==> config.mk <==
export PLATFORM = sky130hd
export DESIGN_NAME = flash_prot_lock
export DESIGN_NICKNAME = d
export VERILOG_FILES = /design/src/rtl/flp_pkg.sv /design/src/rtl/flp_lock_ctrl.sv /design/src/rtl/flp_mask_bank.sv /design/src/rtl/flp_access_check.sv /design/src/rtl/flash_prot_lock.sv
export SDC_FILE = /design/constraint.sdc
export NUM_CORES = 1
export LEC_CHECK = 0
export BUFFER_PORTS_ARGS = -buffer_cell sky130_fd_sc_hd__buf_2
export CAP_MARGIN = 20
export CORE_MARGIN = 3
export CORE_UTILIZATION = 35
export CTS_CLUSTER_DIAMETER = 150
export DETAILED_ROUTE_END_ITERATION = 12
export GPL_TIMING_DRIVEN = 0
export SLEW_MARGIN = 25
export SYNTH_ARGS = -nofsm -noshare
export SYNTH_HDL_FRONTEND = slang
export SYNTH_SLANG_ARGS = --single-unit
==> constraint.sdc <==
create_clock -name clk -period 3.2 [get_ports clk]
set_clock_uncertainty 0.15 [all_clocks]
set_input_delay 0.32 -clock clk [delete_from_list [all_inputs] [get_ports clk]]
set_output_delay 0.32 -clock clk [all_outputs]
set_load 0.02 [all_outputs]
==> src/rtl/flp_pkg.sv <==
package flp_pkg;

    // Protection-lock state: open allows mask updates, sealed freezes them.
    typedef enum logic [0:0] {
        LK_OPEN   = 1'b0,
        LK_SEALED = 1'b1
    } lock_state_e;

    // Bit positions inside the lock register.
    localparam int LB_BOOTVIS = 0;
    localparam int LB_SBOOT   = 1;
    localparam int LB_PROT    = 2;
    localparam int LOCK_BITS  = 3;

    // Register word indices.
    localparam int IDX_LOCK    = 0;
    localparam int IDX_WP_BASE = 4;
    localparam int IDX_RP_BASE = 8;

endpackage

==> src/rtl/flp_lock_ctrl.sv <==
module flp_lock_ctrl
    import flp_pkg::*;
(
    input  logic                 clk,
    input  logic                 rst_n,
    input  logic                 lock_we,
    input  logic [LOCK_BITS-1:0] lock_wdata,
    output logic [LOCK_BITS-1:0] lock_bits,
    output logic                 prot_allow
);

    lock_state_e state_q, state_d;
    logic        bootvis_q;
    logic        sboot_q;

    // State register
    always_ff @(posedge clk or negedge rst_n) begin
        if (!rst_n) begin
            state_q <= LK_OPEN;
        end else begin
            state_q <= state_d;
        end
    end

    // Transitions: open -> sealed on a one written to the protection lock bit
    always_comb begin
        state_d = state_q;
        unique case (state_q)
            LK_OPEN: begin
                if (lock_we && lock_wdata[LB_PROT]) begin
                    state_d = LK_SEALED;
                end
            end
            LK_SEALED: begin
                state_d = LK_SEALED;
            end
        endcase
    end

    // Outputs of the state machine
    always_comb begin
        unique case (state_q)
            LK_OPEN:   prot_allow = 1'b1;
            LK_SEALED: prot_allow = 1'b0;
        endcase
    end

    // The two other control bits: plain write-one-to-clear flops
    always_ff @(posedge clk or negedge rst_n) begin
        if (!rst_n) begin
            bootvis_q <= 1'b1;
            sboot_q   <= 1'b1;
        end else if (lock_we) begin
            if (lock_wdata[LB_BOOTVIS]) bootvis_q <= 1'b0;
            if (lock_wdata[LB_SBOOT])   sboot_q   <= 1'b0;
        end
    end

    always_comb begin
        lock_bits              = '0;
        lock_bits[LB_BOOTVIS]  = bootvis_q;
        lock_bits[LB_SBOOT]    = sboot_q;
        lock_bits[LB_PROT]     = prot_allow;
    end

endmodule

==> src/rtl/flp_mask_bank.sv <==
module flp_mask_bank #(
    parameter int NUM_WORDS = 4,
    parameter int WORD_W    = 32
) (
    input  logic                          clk,
    input  logic                          rst_n,
    input  logic [NUM_WORDS-1:0]          word_sel,
    input  logic                          allow,
    input  logic [WORD_W-1:0]             wdata,
    output logic [NUM_WORDS*WORD_W-1:0]   masks
);

    localparam int TOTAL_W = NUM_WORDS * WORD_W;

    logic [TOTAL_W-1:0] mask_q;

    for (genvar w = 0; w < NUM_WORDS; w++) begin : g_word
        always_ff @(posedge clk or negedge rst_n) begin
            if (!rst_n) begin
                mask_q[w*WORD_W +: WORD_W] <= '1;
            end else if (word_sel[w] && allow) begin
                // Ones in the write data clear bits; nothing sets them.
                mask_q[w*WORD_W +: WORD_W] <= mask_q[w*WORD_W +: WORD_W] & ~wdata;
            end
        end
    end

    assign masks = mask_q;

endmodule

==> src/rtl/flp_access_check.sv <==
module flp_access_check #(
    parameter int ACC_AW    = 21,
    parameter int CHUNK_LSB = 14,
    parameter int NUM_WORDS = 4,
    parameter int WORD_W    = 32
) (
    input  logic [ACC_AW-1:0]           acc_addr,
    input  logic                        acc_is_write,
    input  logic [NUM_WORDS*WORD_W-1:0] wp_masks,
    input  logic [NUM_WORDS*WORD_W-1:0] rp_masks,
    output logic                        deny
);

    localparam int IDX_W = ACC_AW - CHUNK_LSB;

    logic [IDX_W-1:0]     chunk;
    logic [CHUNK_LSB-1:0] unused_offset;
    logic                 wp_open;
    logic                 rp_open;

    // Word select is the top of the chunk index, bit select the rest,
    // so the chunk index is directly the flat bit position.
    assign chunk         = acc_addr[CHUNK_LSB +: IDX_W];
    assign unused_offset = acc_addr[CHUNK_LSB-1:0];
    assign wp_open       = wp_masks[chunk];
    assign rp_open       = rp_masks[chunk];
    assign deny          = acc_is_write ? !wp_open : !rp_open;

endmodule

==> src/rtl/flash_prot_lock.sv <==
module flash_prot_lock
    import flp_pkg::*;
#(
    parameter int REG_AW    = 4,
    parameter int WORD_W    = 32,
    parameter int NUM_WORDS = 4,
    parameter int ACC_AW    = 21,
    parameter int CHUNK_LSB = 14
) (
    input  logic              clk,
    input  logic              rst_n,
    input  logic [REG_AW-1:0] reg_addr,
    input  logic              reg_we,
    input  logic [WORD_W-1:0] reg_wdata,
    output logic [WORD_W-1:0] reg_rdata,
    input  logic [ACC_AW-1:0] acc_addr,
    input  logic              acc_is_write,
    output logic              acc_deny
);

    localparam int TOTAL_W = NUM_WORDS * WORD_W;

    logic [NUM_WORDS-1:0] wp_sel;
    logic [NUM_WORDS-1:0] rp_sel;
    logic                 lock_we;
    logic [LOCK_BITS-1:0] lock_bits;
    logic                 prot_allow;
    logic [TOTAL_W-1:0]   wp_masks;
    logic [TOTAL_W-1:0]   rp_masks;

    // Write decode
    assign lock_we = reg_we && (reg_addr == REG_AW'(IDX_LOCK));

    for (genvar w = 0; w < NUM_WORDS; w++) begin : g_dec
        assign wp_sel[w] = reg_we && (reg_addr == REG_AW'(IDX_WP_BASE + w));
        assign rp_sel[w] = reg_we && (reg_addr == REG_AW'(IDX_RP_BASE + w));
    end

    flp_lock_ctrl u_lock (
        .clk        (clk),
        .rst_n      (rst_n),
        .lock_we    (lock_we),
        .lock_wdata (reg_wdata[LOCK_BITS-1:0]),
        .lock_bits  (lock_bits),
        .prot_allow (prot_allow)
    );

    flp_mask_bank #(.NUM_WORDS(NUM_WORDS), .WORD_W(WORD_W)) u_wp (
        .clk      (clk),
        .rst_n    (rst_n),
        .word_sel (wp_sel),
        .allow    (prot_allow),
        .wdata    (reg_wdata),
        .masks    (wp_masks)
    );

    flp_mask_bank #(.NUM_WORDS(NUM_WORDS), .WORD_W(WORD_W)) u_rp (
        .clk      (clk),
        .rst_n    (rst_n),
        .word_sel (rp_sel),
        .allow    (prot_allow),
        .wdata    (reg_wdata),
        .masks    (rp_masks)
    );

    flp_access_check #(
        .ACC_AW    (ACC_AW),
        .CHUNK_LSB (CHUNK_LSB),
        .NUM_WORDS (NUM_WORDS),
        .WORD_W    (WORD_W)
    ) u_chk_acc (
        .acc_addr     (acc_addr),
        .acc_is_write (acc_is_write),
        .wp_masks     (wp_masks),
        .rp_masks     (rp_masks),
        .deny         (acc_deny)
    );

    // Read mux
    always_comb begin
        reg_rdata = '0;
        if (reg_addr == REG_AW'(IDX_LOCK)) begin
            reg_rdata[LOCK_BITS-1:0] = lock_bits;
        end
        for (int w = 0; w < NUM_WORDS; w++) begin
            if (reg_addr == REG_AW'(IDX_WP_BASE + w)) reg_rdata = wp_masks[w*WORD_W +: WORD_W];
            if (reg_addr == REG_AW'(IDX_RP_BASE + w)) reg_rdata = rp_masks[w*WORD_W +: WORD_W];
        end
    end

endmodule

==> summary.md, run 1 <==
| Metric | Value |
|---|---|
| GRT overflow | `0` |
| Seq/Total Area, Yosys | `between 50% and 60%` |
| Placeable Area | `0.0357 mm²` |
| Fin Setup TNS | `-0.244 ns` |
| Synth warn | `0` |
| Area leader, netlist | `dfstp_2` |
| Clock transition at path regs | `approximately 0.06 ns` |
| Initial antenna violation count | `1` |
| All-Layer GR Usage | `24.4%` |
| WS Path Type | `reg -> out` |
| Final Instance Count excl. Fillers | `around 1.7k` |
| Row count | `69` |
| Routed length per instance | `28.8 µm` |
| Data required time at the worst endpoint | `around 2.7 ns` |
| Count of cell types in the netlist | `44` |
| Rel. slew slack | `a little under a third` |
| Num CTS Buffers | `29` |
| IO Pins | `94` |
| DRC viols | `0` |
| Crit start category | `register` |
| Leakage power | `between 5 and 6 nW` |
| Post-Route WL | `about 48000 µm` |
| Synth Flop Type | `dfstp_2` |
| Fin crit period | `~3.4 ns` |
| Fillcell total | `roughly 3.4k` |
| Fin worst setup slack | `-0.244 ns` |
| Die extent in y | `just under 200 µm` |
| Die width | `slightly below 200 µm` |
| Mux share of post-synthesis cell area | `between 10% and 20%` |
| Mapped Area | `roughly 0.013 mm²` |
| Final Hold Vio Count | `0` |
| Setup violators final | `1` |
| Top-area cell type share of the netlist area | `~53%` |
| Root buffer cell | `clkbuf_16` |
| Achievable frequency | `between 200 and 300 MHz` |
| Worst min path class | `in -> reg` |
| Gate power share | `between 7 and 8%` |
| Maximum clock path buffer count | `3` |
| P&R area growth vs syn | `19.7%` |
| Violated checks | `negative setup slack` |
| CP max stage cell | `mux4_2` |
| Area fraction in and, or, nand and nor cells after synthesis | `under 10%` |
| Clk pwr share | `approximately 48%` |
| Avg Inst Size Synth | `about 12 µm²` |
| Kind of end point of the critical path | `primary output` |
| Largest family of logic cells by synthesized area | `compound AO/OA/AOI/OAI gates` |
| Sequential Power Share | `between 40% and 50%` |
| Clk Latency, worst-skew pair | `about 0.56 ns` |
| Initial DRT Pass Iterations | `10` |
| DIE AREA | `around 0.039 mm²` |
| Worst-path cell chain | `mux4_2, mux4_2, o211ai_1, nor2_1, and3_1, nor4_4, buf_4` |
| H-tree depth | `1` |
| Largest net degree at the start of global routing | `between 90 and 100` |
| Placed cell count | `1572` |
| Sw Share | `24.2%` |
| Fraction of layout cells with a size suffix above 1 | `about two fifths` |
| Placer congestion estimate | `between 0.9 and 1` |
| Top cells by area, synth | `dfstp_2 53%, a21boi_0 15%, mux4_2 9.4%, a22oi_1 3.6%, mux2i_1 2.2%` |
| Internal cell power | `roughly 5.6 mW` |
| XOR/XNOR Fraction of Synth Area | `0%` |
| Critical Path Most Common Cell | `mux4_2` |
| Setup Buffers After CTS | `0` |
| Synthesis-stage register bit count | `between 200 and 300` |
| CP arrival | `just under 3 ns` |
| Global-route wire length before repair | `about 71000 µm` |
| Final core occ | `42.6%` |
| Asr flop ratio synth | `100%` |
| Max-cap violations | `0` |
| Post-synth EDFFs | `0` |
| DRT iter0 DRCs | `1256` |
| Worst slack at placement | `-0.880 ns` |
| Crit path largest cell delay | `0.51 ns` |
| Status | `finished, violations left` |
| Number of port buffers | `77` |
| Adder-Cell Fraction of Synth Area | `0%` |
| Compound-Gate Fraction of Synth Area | `around a quarter` |
| Final period utilization | `108%` |
| Critical path fanouts, max | `3` |
| Nets@finish | `1237` |
| Synthesized Nets | `1091` |
| Mapped Cells | `between 1k and 1.5k` |
| Vias | `between 10k and 15k` |
| Vias per inst | `~6.2` |
| VDD IR max | `0.362 mV` |
| Vias in the first global route | `10.5k` |
| TritonCTS clock tree | `done` |
| Unrepaired setup endpoints after global routing | `yes` |
| P per Cell Area | `between 400 and 500 mW/mm²` |
| Max-slew violations | `0` |
| Antenna-violating nets left | `0` |
| Initial core utilization | `35.6%` |
| Post-detail-place hpwl | `33300 µm` |
| Switch Pwr | `~1.8 mW` |
| Slew @ Worst Pin | `between 1 and 1.5 ns` |
| CTS sink cnt | `between 200 and 300` |
-- logic make-up after synthesis --
group / Yosys count
buffers and inverters: 84
and+or+nand+nor: 137
DFF: 259
AOI/OAI and AO/OA: 467
muxes: 83
-- flip-flops by register name, indices dropped and copies added, names as in the netlist --
signal            cells
u_lock.state_q        1
u_rp.masks          128
u_wp.masks          128
u_lock.bootvis_q      1
u_lock.sboot_q        1
-- metal layers --
layer / GRT usage [%] / routed length [µm]
met2: 38.1 / 21600
met4: 8.13 / 1880
met5: 0 / 0
met1: 34.2 / 20100
met3: 5.16 / 4250
-- through the flow --
step           hold slack [ns]  area (µm²)  total power [mW]
2_1_floorplan           -0.126       12700              3.57
3_3_place_gp             0.293       13700              3.85
3_5_place_dp             0.289       13800              3.87
4_1_cts                  0.199       15200              7.43
5_1_grt                  0.269       15200              7.61
6_report                 0.219       15200              7.40
-- final cells by class --
cell class | instances | area, µm² | area share (%)
antenna | 1 | 2.50 | 0.0164
buffer | 80 | 404 | 2.65
clock buffer | 42 | 845 | 5.55
clock inverter | 9 | 153 | 1.00
inverter | 4 | 15.0 | 0.0986
multi-input combinational | 687 | 5600 | 36.8
sequential | 259 | 6800 | 44.7
tap | 461 | 577 | 3.79
timing repair buffer | 115 | 826 | 5.42
-- power groups by stage --
stage	logic (mW)	registers, mW	clock network, mW
floorplan	0.222	3.34	0
global placement	0.510	3.34	0
detailed placement	0.527	3.34	0
CTS	0.565	3.30	3.57
global route	0.614	3.30	3.70
finish	0.580	3.30	3.53
-- synth_stat cells (all sizes together) (4+ instances only) --
master,n
nand4,5
nor2b,6
a22o,8
a221oi,11
clkbuf,59
and3,11
a22oi,61
a21boi,258
a222oi,14
buf,21
o21ai,14
nand3,12
inv,4
mux4,54
a21oi,54
o211ai,8
mux2i,28
dfstp,258
nor2,61
a31oi,30
nor4,4
nand2,20
-- critical path: cells and delay by family, from the launching register on --
kind,cells,cell delay (ns)
mux,2,1.01
flops,1,0.39
buf+inv,1,0.21
simple gates,3,0.61
compound gates,1,0.20
-- path summary, 6_finish.rpt --
kind	startpoint	to	slack, ns	cells after the start
setup / recovery	u_wp.masks[103]	acc_deny	-0.24	7
hold / removal	reg_addr[2]	u_lock.state_q	0.22	4
setup reg to reg	u_lock.state_q	u_rp.masks[108]	0.86	5
hold reg to reg	u_lock.state_q	u_lock.state_q	0.30	1
max in group asynchronous	rst_n	u_rp.masks[121]	1.78	4
min in group asynchronous	rst_n	u_rp.masks[111]	0.29	2
-- cell usage in the layout, fill, tap and decap left out, drive strengths merged, types with 5 or more instances in the layout --
cell / Yosys / final
a21boi: 258 / 258
dfstp: 258 / 258
clkbuf: 59 / 104
buf: 21 / 99
a22oi: 61 / 61
nor2: 61 / 61
a21oi: 54 / 54
mux4: 54 / 54
dlygate4sd3: 0 / 34
a31oi: 30 / 30
mux2i: 28 / 28
nand2: 20 / 20
a222oi: 14 / 14
o21ai: 14 / 14
nand3: 12 / 12
and3: 11 / 11
a221oi: 11 / 11
a22o: 8 / 8
o211ai: 8 / 8
nor2b: 6 / 6
inv: 4 / 6
nand4: 5 / 5
-- repair_timing --
action / 4_1_cts / 5_1_grt
endpoints found under the hold margin: 286 / 0
hold buffers: 34 / 0
pin swaps: 1 / 2
endpoints found under the setup margin: 33 / 29
resized for setup: 16 / 26
(Power assumes the default switching activity.)
==> run 2, diff against run 1 <==
--- a/config.mk
+++ b/config.mk
@@ -8,10 +8,11 @@
 export BUFFER_PORTS_ARGS = -buffer_cell sky130_fd_sc_hd__buf_2
 export CAP_MARGIN = 20
 export CORE_MARGIN = 3
-export CORE_UTILIZATION = 35
+export CORE_UTILIZATION = 55
 export CTS_CLUSTER_DIAMETER = 150
 export DETAILED_ROUTE_END_ITERATION = 12
 export GPL_TIMING_DRIVEN = 0
+export PLACE_DENSITY = 0.77
 export SLEW_MARGIN = 25
 export SYNTH_ARGS = -nofsm -noshare
 export SYNTH_HDL_FRONTEND = slang
==> constraint.sdc (replaced) <==
create_clock -name clk -period 2.9 [get_ports clk]
set_clock_uncertainty 0.15 [all_clocks]
set_input_delay 0.29 -clock clk [delete_from_list [all_inputs] [get_ports clk]]
set_output_delay 0.29 -clock clk [all_outputs]
set_load 0.02 [all_outputs]
==> summary.md, run 2 (synthesized netlist as in run 1, its figures left out) <==
| Metric | Value |
|---|---|
| Status | `finished, violations left (unchanged)` |
| Violated checks | `negative setup slack (unchanged)` |
| Diodes inserted | `0 (was 1)` |
| Initial DRT Pass Iterations | `9 (was 10)` |
| Number of port buffers | `77 (unchanged)` |
| H-tree depth | `1 (unchanged)` |
| Final period utilization | `118%` |
| Worst-path cell chain | `buf_2, buf_2, buf_2, mux4_2, o211ai_1, a311oi_1, o31ai_1, a211oi_1, nor4_4, buf_4 (was mux4_2, mux4_2, o211ai_1, nor2_1, and3_1, nor4_4, buf_4)` |
| Crit path largest cell delay | `0.49 ns (was 0.51 ns)` |
| Achievable frequency | `around 290 MHz` |
| Slew @ Worst Pin | `1.01 ns (was 1.05 ns)` |
| Vias | `10.5k (was 10.3k)` |
| P per Cell Area | `519 mW/mm² (was 486 mW/mm²)` |
| TritonCTS clock tree | `done (unchanged)` |
| Max-cap violations | `0 (unchanged)` |
| Kind of end point of the critical path | `primary output (unchanged)` |
| Hold Path End | `u_lock.state_q (unchanged)` |
| Post-detail-place hpwl | `30100 µm (was 33300 µm)` |
| Row count | `55 (was 69)` |
| Critical Path Most Common Cell | `buf_2 (was mux4_2)` |
| Die extent in y | `158 µm (was 197 µm)` |
| Largest net degree at the start of global routing | `98 (was 96)` |
| DRT iter0 DRCs | `1549 (was 1256)` |
| Worst min path class | `in -> reg (unchanged)` |
| VDD IR max | `0.450 mV (was 0.362 mV)` |
| Hold wc startpoint | `reg_addr[2] (unchanged)` |
| Root buffer cell | `clkbuf_16 (unchanged)` |
| Critical path fanouts, max | `10 (was 3)` |
| Placeable Area | `0.0227 mm² (was 0.0357 mm²)` |
| Global-route wire length before repair | `64300 µm (was 71000 µm)` |
| Antenna-violating nets left | `0 (unchanged)` |
| Crit start category | `primary input (was register)` |
| Maximum clock path buffer count | `3 (unchanged)` |
| Hold path depth | `4 (unchanged)` |
| CP max stage cell | `buf_2 (was mux4_2)` |
| Die width | `158 µm (was 197 µm)` |
| Final Hold Vio Count | `0 (unchanged)` |
| Vias in the first global route | `10.4k (was 10.5k)` |
| Leakage power | `5.63 nW (was 5.67 nW)` |
| IO Pins | `94 (unchanged)` |
| Fin crit period | `around 3.4 ns` |
| Routed length per instance | `29.3 µm (was 28.8 µm)` |
| Worst R2R Path Depth | `5 (unchanged)` |
| Post-Route WL | `43300 µm (was 47800 µm)` |
| CTS sink cnt | `259 (unchanged)` |
| Setup violators final | `1 (unchanged)` |
| Max-slew violations | `0 (unchanged)` |
| Initial core utilization | `56.0% (was 35.6%)` |
| Rel. slew slack | `32.6% (was 30.3%)` |
| Fin worst setup slack | `-0.527 ns (was -0.244 ns)` |
| Data required time at the worst endpoint | `2.46 ns (was 2.73 ns)` |
| Worst slack at placement | `-0.935 ns (was -0.880 ns)` |
| Nets@finish | `1234 (was 1237)` |
| Vias per inst | `7.07 (was 6.21)` |
| Placer congestion estimate | `1.00 (was 0.951)` |
| Largest delay share family, worst path | `buffers and inverters (was multiplexers)` |
| DIE AREA | `0.0250 mm² (was 0.0387 mm²)` |
| All-Layer GR Usage | `34.8% (was 24.4%)` |
| Reg2Reg Launch Point | `u_lock.state_q (unchanged)` |
| Worst path bufs/invs | `4 (was 1)` |
| GRT overflow | `0 (unchanged)` |
| Reg2reg end | `u_rp.masks[116] (was u_rp.masks[108])` |
| WS Path Type | `in -> out (was reg -> out)` |
| Hold WS | `0.241 ns (was 0.219 ns)` |
| P&R area growth vs syn | `16.9% (was 19.7%)` |
| Worst reg2reg setup slack | `0.52 ns (was 0.86 ns)` |
| Fin Setup TNS | `-0.527 ns (was -0.244 ns)` |
| CP arrival | `2.99 ns (was 2.97 ns)` |
| Fraction of layout cells with a size suffix above 1 | `40.5% (was 39.8%)` |
| Num CTS Buffers | `27 (was 29)` |
| Clk Latency, worst-skew pair | `0.55 ns (was 0.56 ns)` |
| Clock transition at path regs | `0.06 ns (about the same)` |
| Unrepaired setup endpoints after global routing | `yes (unchanged)` |
| Initial antenna violation count | `2 (was 1)` |
| Most frequent cells in the layout | `258 x a21boi_0, 258 x dfstp_2, 83 x buf_2, 61 x a22oi_1, 61 x nor2_1 (was 258 x a21boi_0, 258 x dfstp_2, 80 x buf_2, 61 x a22oi_1, 61 x nor2_1)` |
| DRC viols | `0 (unchanged)` |
## run 2: changes by cell type in the layout (fill, tap and decap cells not counted), moves of 2 or more
| cell | delta |
|---|---|
| clkbuf_1 | -9 |
| clkbuf_8 | -5 |
| buf_4 | +4 |
| clkbuf_2 | +4 |
| clkinv_2 | +4 |
| buf_2 | +3 |
| clkbuf_16 | -2 |
| clkinvlp_4 | +2 |
## run 2: metrics by stage
stage	cell area (µm²)	power [mW]	util [%]	instances
2_1_floorplan	12700	3.93	-	1030
3_3_place_gp	13500	4.23	59.3	1392
3_5_place_dp	13500	4.24	59.6	1394
4_1_cts	14800	7.71	65.2	1477
5_1_grt	14900	7.95	65.5	1478
6_report	14900	7.73	65.5	1478
## run 2: metal layers
metal,GRT usage [%],vias to the layer above,share of wire [%]
li1,-,4271,-
met1,46.5,5269,38
met2,51.1,755,44
met3,12.2,153,13
met4,16.5,4,5.6
met5,0,-,0.074
## run 2: worst register-to-register path, delay by kind of cell, from the launching register on
family / cells / cell delay, ns
DFF: 1 / 0.37
buffers and inverters: 2 / 0.74
and+or+nand+nor: 2 / 0.75
AOI/OAI and AO/OA: 1 / 0.23
## run 2: worst max-delay path by stage
| stage | slack, ns | cells after the start | start | to |
|---|---|---|---|---|
| after global routing | -0.55 | 7 | u_rp.masks[27] | acc_deny |
| after floorplan | 0.16 | 9 | acc_addr[15] | acc_deny |
| after CTS | -0.52 | 7 | u_rp.masks[27] | acc_deny |
| final | -0.53 | 10 | acc_addr[15] | acc_deny |
| after detailed placement | -0.94 | 11 | acc_addr[15] | acc_deny |
| after global placement | -2.99 | 1 | rst_n | u_lock.state_q |
## run 2: layout make-up
cell class	instances	area [µm²]
well taps	285	357
repair buffers	116	816
plain buffers	78	395
clock inverters	13	149
flip-flops and latches	259	6800
inverters	4	15.0
multi-input cells	687	5620
clock buffers	36	729
fillers	1705	7830
## run 2: power breakdown
| part | internal (mW) | total [mW] | leakage, nW | switching [mW] |
|---|---|---|---|---|
| registers | 3.64 | 3.64 | 2.67 | 0.00143 |
| logic | 0.189 | 0.622 | 2.53 | 0.432 |
| clock network | 2.03 | 3.47 | 0.430 | 1.43 |
## run 2: repair_timing
item                                    in CTS  in global routing
pin swaps                                    1                  3
hold buffers                                34                  0
setup buffers                                0                  3
cloned                                       0                  0
endpoints found under the hold margin      337                  0
endpoints found under the setup margin      33                 32
gates resized for setup                     22                 28
==> run 3, diff against run 2 <==
--- a/config.mk
+++ b/config.mk
@@ -12,7 +12,7 @@
 export CTS_CLUSTER_DIAMETER = 150
 export DETAILED_ROUTE_END_ITERATION = 12
 export GPL_TIMING_DRIVEN = 0
-export PLACE_DENSITY = 0.77
+export PLACE_DENSITY_LB_ADDON = 0.25
 export SLEW_MARGIN = 25
 export SYNTH_ARGS = -nofsm -noshare
 export SYNTH_HDL_FRONTEND = slang
==> summary.md, run 3 (synthesized netlist as in run 1, its figures left out) <==
| Metric | Value |
|---|---|
| Diodes inserted | `0 (unchanged)` |
| Worst reg2reg setup slack | `0.50 ns (was 0.52 ns)` |
| Reg2Reg Launch Point | `u_lock.state_q (unchanged)` |
| Worst R2R Path Depth | `5 (unchanged)` |
| Most frequent cells in the layout | `258 x a21boi_0, 258 x dfstp_2, 82 x buf_2, 61 x a22oi_1, 61 x nor2_1 (was 258 x a21boi_0, 258 x dfstp_2, 83 x buf_2, 61 x a22oi_1, 61 x nor2_1)` |
| Leakage power | `5.65 nW (was 5.63 nW)` |
| Post-detail-place hpwl | `30500 µm (was 30100 µm)` |
| TritonCTS clock tree | `done (unchanged)` |
| Kind of end point of the critical path | `primary output (unchanged)` |
| Critical path fanouts, max | `3 (was 10)` |
| Antenna-violating nets left | `0 (unchanged)` |
| Placer congestion estimate | `1.00 (about the same)` |
| P per Cell Area | `523 mW/mm² (was 519 mW/mm²)` |
| Crit path largest cell delay | `0.52 ns (was 0.49 ns)` |
| Status | `finished, violations left (unchanged)` |
| Worst-path cell chain | `mux4_2, mux4_2, nor3b_2, a31oi_1, nor4bb_4, nor4_4, buf_4 (was buf_2, buf_2, buf_2, mux4_2, o211ai_1, a311oi_1, o31ai_1, a211oi_1, nor4_4, buf_4)` |
| Total power draw | `7.79 mW (was 7.73 mW)` |
| Crit path to | `acc_deny (unchanged)` |
| Final core occ | `65.6% (was 65.5%)` |
| Root buffer cell | `clkbuf_16 (unchanged)` |
| Unrepaired setup endpoints after global routing | `yes (unchanged)` |
| Reg2reg end | `u_wp.masks[108] (was u_rp.masks[116])` |
| Critical Path Most Common Cell | `mux4_2 (was buf_2)` |
| Global-route wire length before repair | `66200 µm (was 64300 µm)` |
| P&R area growth vs syn | `17.1% (was 16.9%)` |
| CTS sink cnt | `259 (unchanged)` |
| DRT iter0 DRCs | `1755 (was 1549)` |
| DRC viols | `0 (unchanged)` |
| Largest net degree at the start of global routing | `98 (unchanged)` |
| Routed length per instance | `30.0 µm (was 29.3 µm)` |
| Worst path bufs/invs | `1 (was 4)` |
| WS Path Type | `reg -> out (was in -> out)` |
| Fin crit period | `3.38 ns (was 3.43 ns)` |
| Fin worst setup slack | `-0.485 ns (was -0.527 ns)` |
| Initial antenna violation count | `0 (was 2)` |
| Row count | `55 (unchanged)` |
| IO Pins | `94 (unchanged)` |
| Worst min path class | `in -> reg (unchanged)` |
| Vias per inst | `7.09 (was 7.07)` |
| WP depth | `7 (was 10)` |
| H-tree depth | `1 (unchanged)` |
| Slew @ Worst Pin | `0.999 ns (was 1.01 ns)` |
| Critical Path Start | `u_rp.masks[27] (was acc_addr[15])` |
| CP max stage cell | `mux4_2 (was buf_2)` |
| Initial DRT Pass Iterations | `8 (was 9)` |
| DIE AREA | `0.0250 mm² (unchanged)` |
| Crit start category | `register (was primary input)` |
| Fillcell total | `1747 (was 1705)` |
| Maximum clock path buffer count | `3 (unchanged)` |
| Final Hold Vio Count | `0 (unchanged)` |
| Post-Route WL | `44200 µm (was 43300 µm)` |
| Number of port buffers | `77 (unchanged)` |
| Die width | `158 µm (unchanged)` |
| All-Layer GR Usage | `35.8% (was 34.8%)` |
| VDD IR max | `0.400 mV (was 0.450 mV)` |
| CP arrival | `2.94 ns (was 2.99 ns)` |
| Die extent in y | `158 µm (unchanged)` |
| GRT overflow | `0 (unchanged)` |
| Fraction of layout cells with a size suffix above 1 | `40.7% (was 40.5%)` |
| Setup violators final | `1 (unchanged)` |
| Nets@finish | `1232 (was 1234)` |
| Num CTS Buffers | `27 (unchanged)` |
| Violated checks | `negative setup slack (unchanged)` |
| Vias | `10.5k (about the same)` |
| Achievable frequency | `295 MHz (was 292 MHz)` |
| Fin Setup TNS | `-0.485 ns (was -0.527 ns)` |
| Max-slew violations | `0 (unchanged)` |
| Clk Latency, worst-skew pair | `0.55 ns (about the same)` |
| Vias in the first global route | `10.4k (about the same)` |
| Hold WS | `0.217 ns (was 0.241 ns)` |
| Placeable Area | `0.0227 mm² (unchanged)` |
| Final period utilization | `117% (was 118%)` |
| Largest delay share family, worst path | `multiplexers (was buffers and inverters)` |
| Data required time at the worst endpoint | `2.46 ns (about the same)` |
| Rel. slew slack | `33.4% (was 32.6%)` |
| Max-cap violations | `0 (unchanged)` |
| Initial core utilization | `56.0% (unchanged)` |
| Clock transition at path regs | `0.06 ns (about the same)` |
## run 3: cell count changes in the layout (fill, tap and decap cells not counted), moves of 2 or more
cell | before | now
clkinv_2 | 7 | 4
buf_4 | 9 | 7
clkbuf_1 | 45 | 39
clkbuf_8 | 2 | 11
bufinv_16 | 3 | 1
clkinv_4 | 0 | 2
clkinvlp_4 | 2 | 0
## run 3: worst min-delay path by stage
stage | endpoint | startpoint | slack, ns | depth (start not counted)
floorplan | u_lock.state_q | rst_n | -0.16 | 0
global placement | u_lock.state_q | u_lock.state_q | 0.29 | 1
detailed placement | u_lock.state_q | u_lock.state_q | 0.30 | 1
CTS | u_lock.state_q | reg_addr[2] | 0.19 | 4
global route | u_lock.state_q | reg_addr[2] | 0.27 | 4
finish | u_lock.bootvis_q | reg_addr[2] | 0.22 | 4
## run 3: report_power, final
group	internal, mW	total, mW	leakage [nW]	switching [mW]
clock network	2.08	3.53	0.458	1.46
registers	3.64	3.64	2.67	0.00162
logic	0.189	0.619	2.52	0.430
total	5.90	7.79	5.65	1.89
## run 3: metrics by stage
| stage | cell area, µm² | instances | setup slack [ns] |
|---|---|---|---|
| floorplan | 12700 | 1030 | 0.157 |
| finish | 14900 | 1476 | -0.485 |
| CTS | 14800 | 1476 | -0.515 |
| global route | 14900 | 1476 | -0.568 |
| detailed placement | 13500 | 1394 | -0.961 |
| global placement | 13500 | 1392 | -3.06 |
## run 3: what timing repair did
action | 4_1_cts | 5_1_grt
hold endpoints to repair | 328 | 0
pin swaps | 1 | 2
setup buffers | 0 | 1
gates resized for setup | 23 | 30
setup endpoints to repair | 33 | 32
hold buffers | 34 | 0
## run 3: area by class of cell
cell class              instances  area, µm²  area share (%)
plain buffers                  78        403            2.70
clock buffers                  41        838            5.63
clock inverters                 8       76.3           0.512
inverters                       4       15.0           0.101
multi-input cells             687       5610            37.6
flip-flops and latches        259       6800            45.7
well taps                     285        357            2.39
repair buffers                114        801            5.37
## run 3: worst min-delay path, cell delays in order
cell and delay [ns]:
buf_2 0.12, nor4_1 0.09, and2_1 0.19, a21boi_0 0.17
## run 3: routing by layer
metal	vias up	track usage, %	part of all wire, %
met5	-	0	0
met2	710	53.6	45
li1	4267	-	-
met4	0	13.3	4.0
met1	5361	49.6	39
met3	126	10.9	12
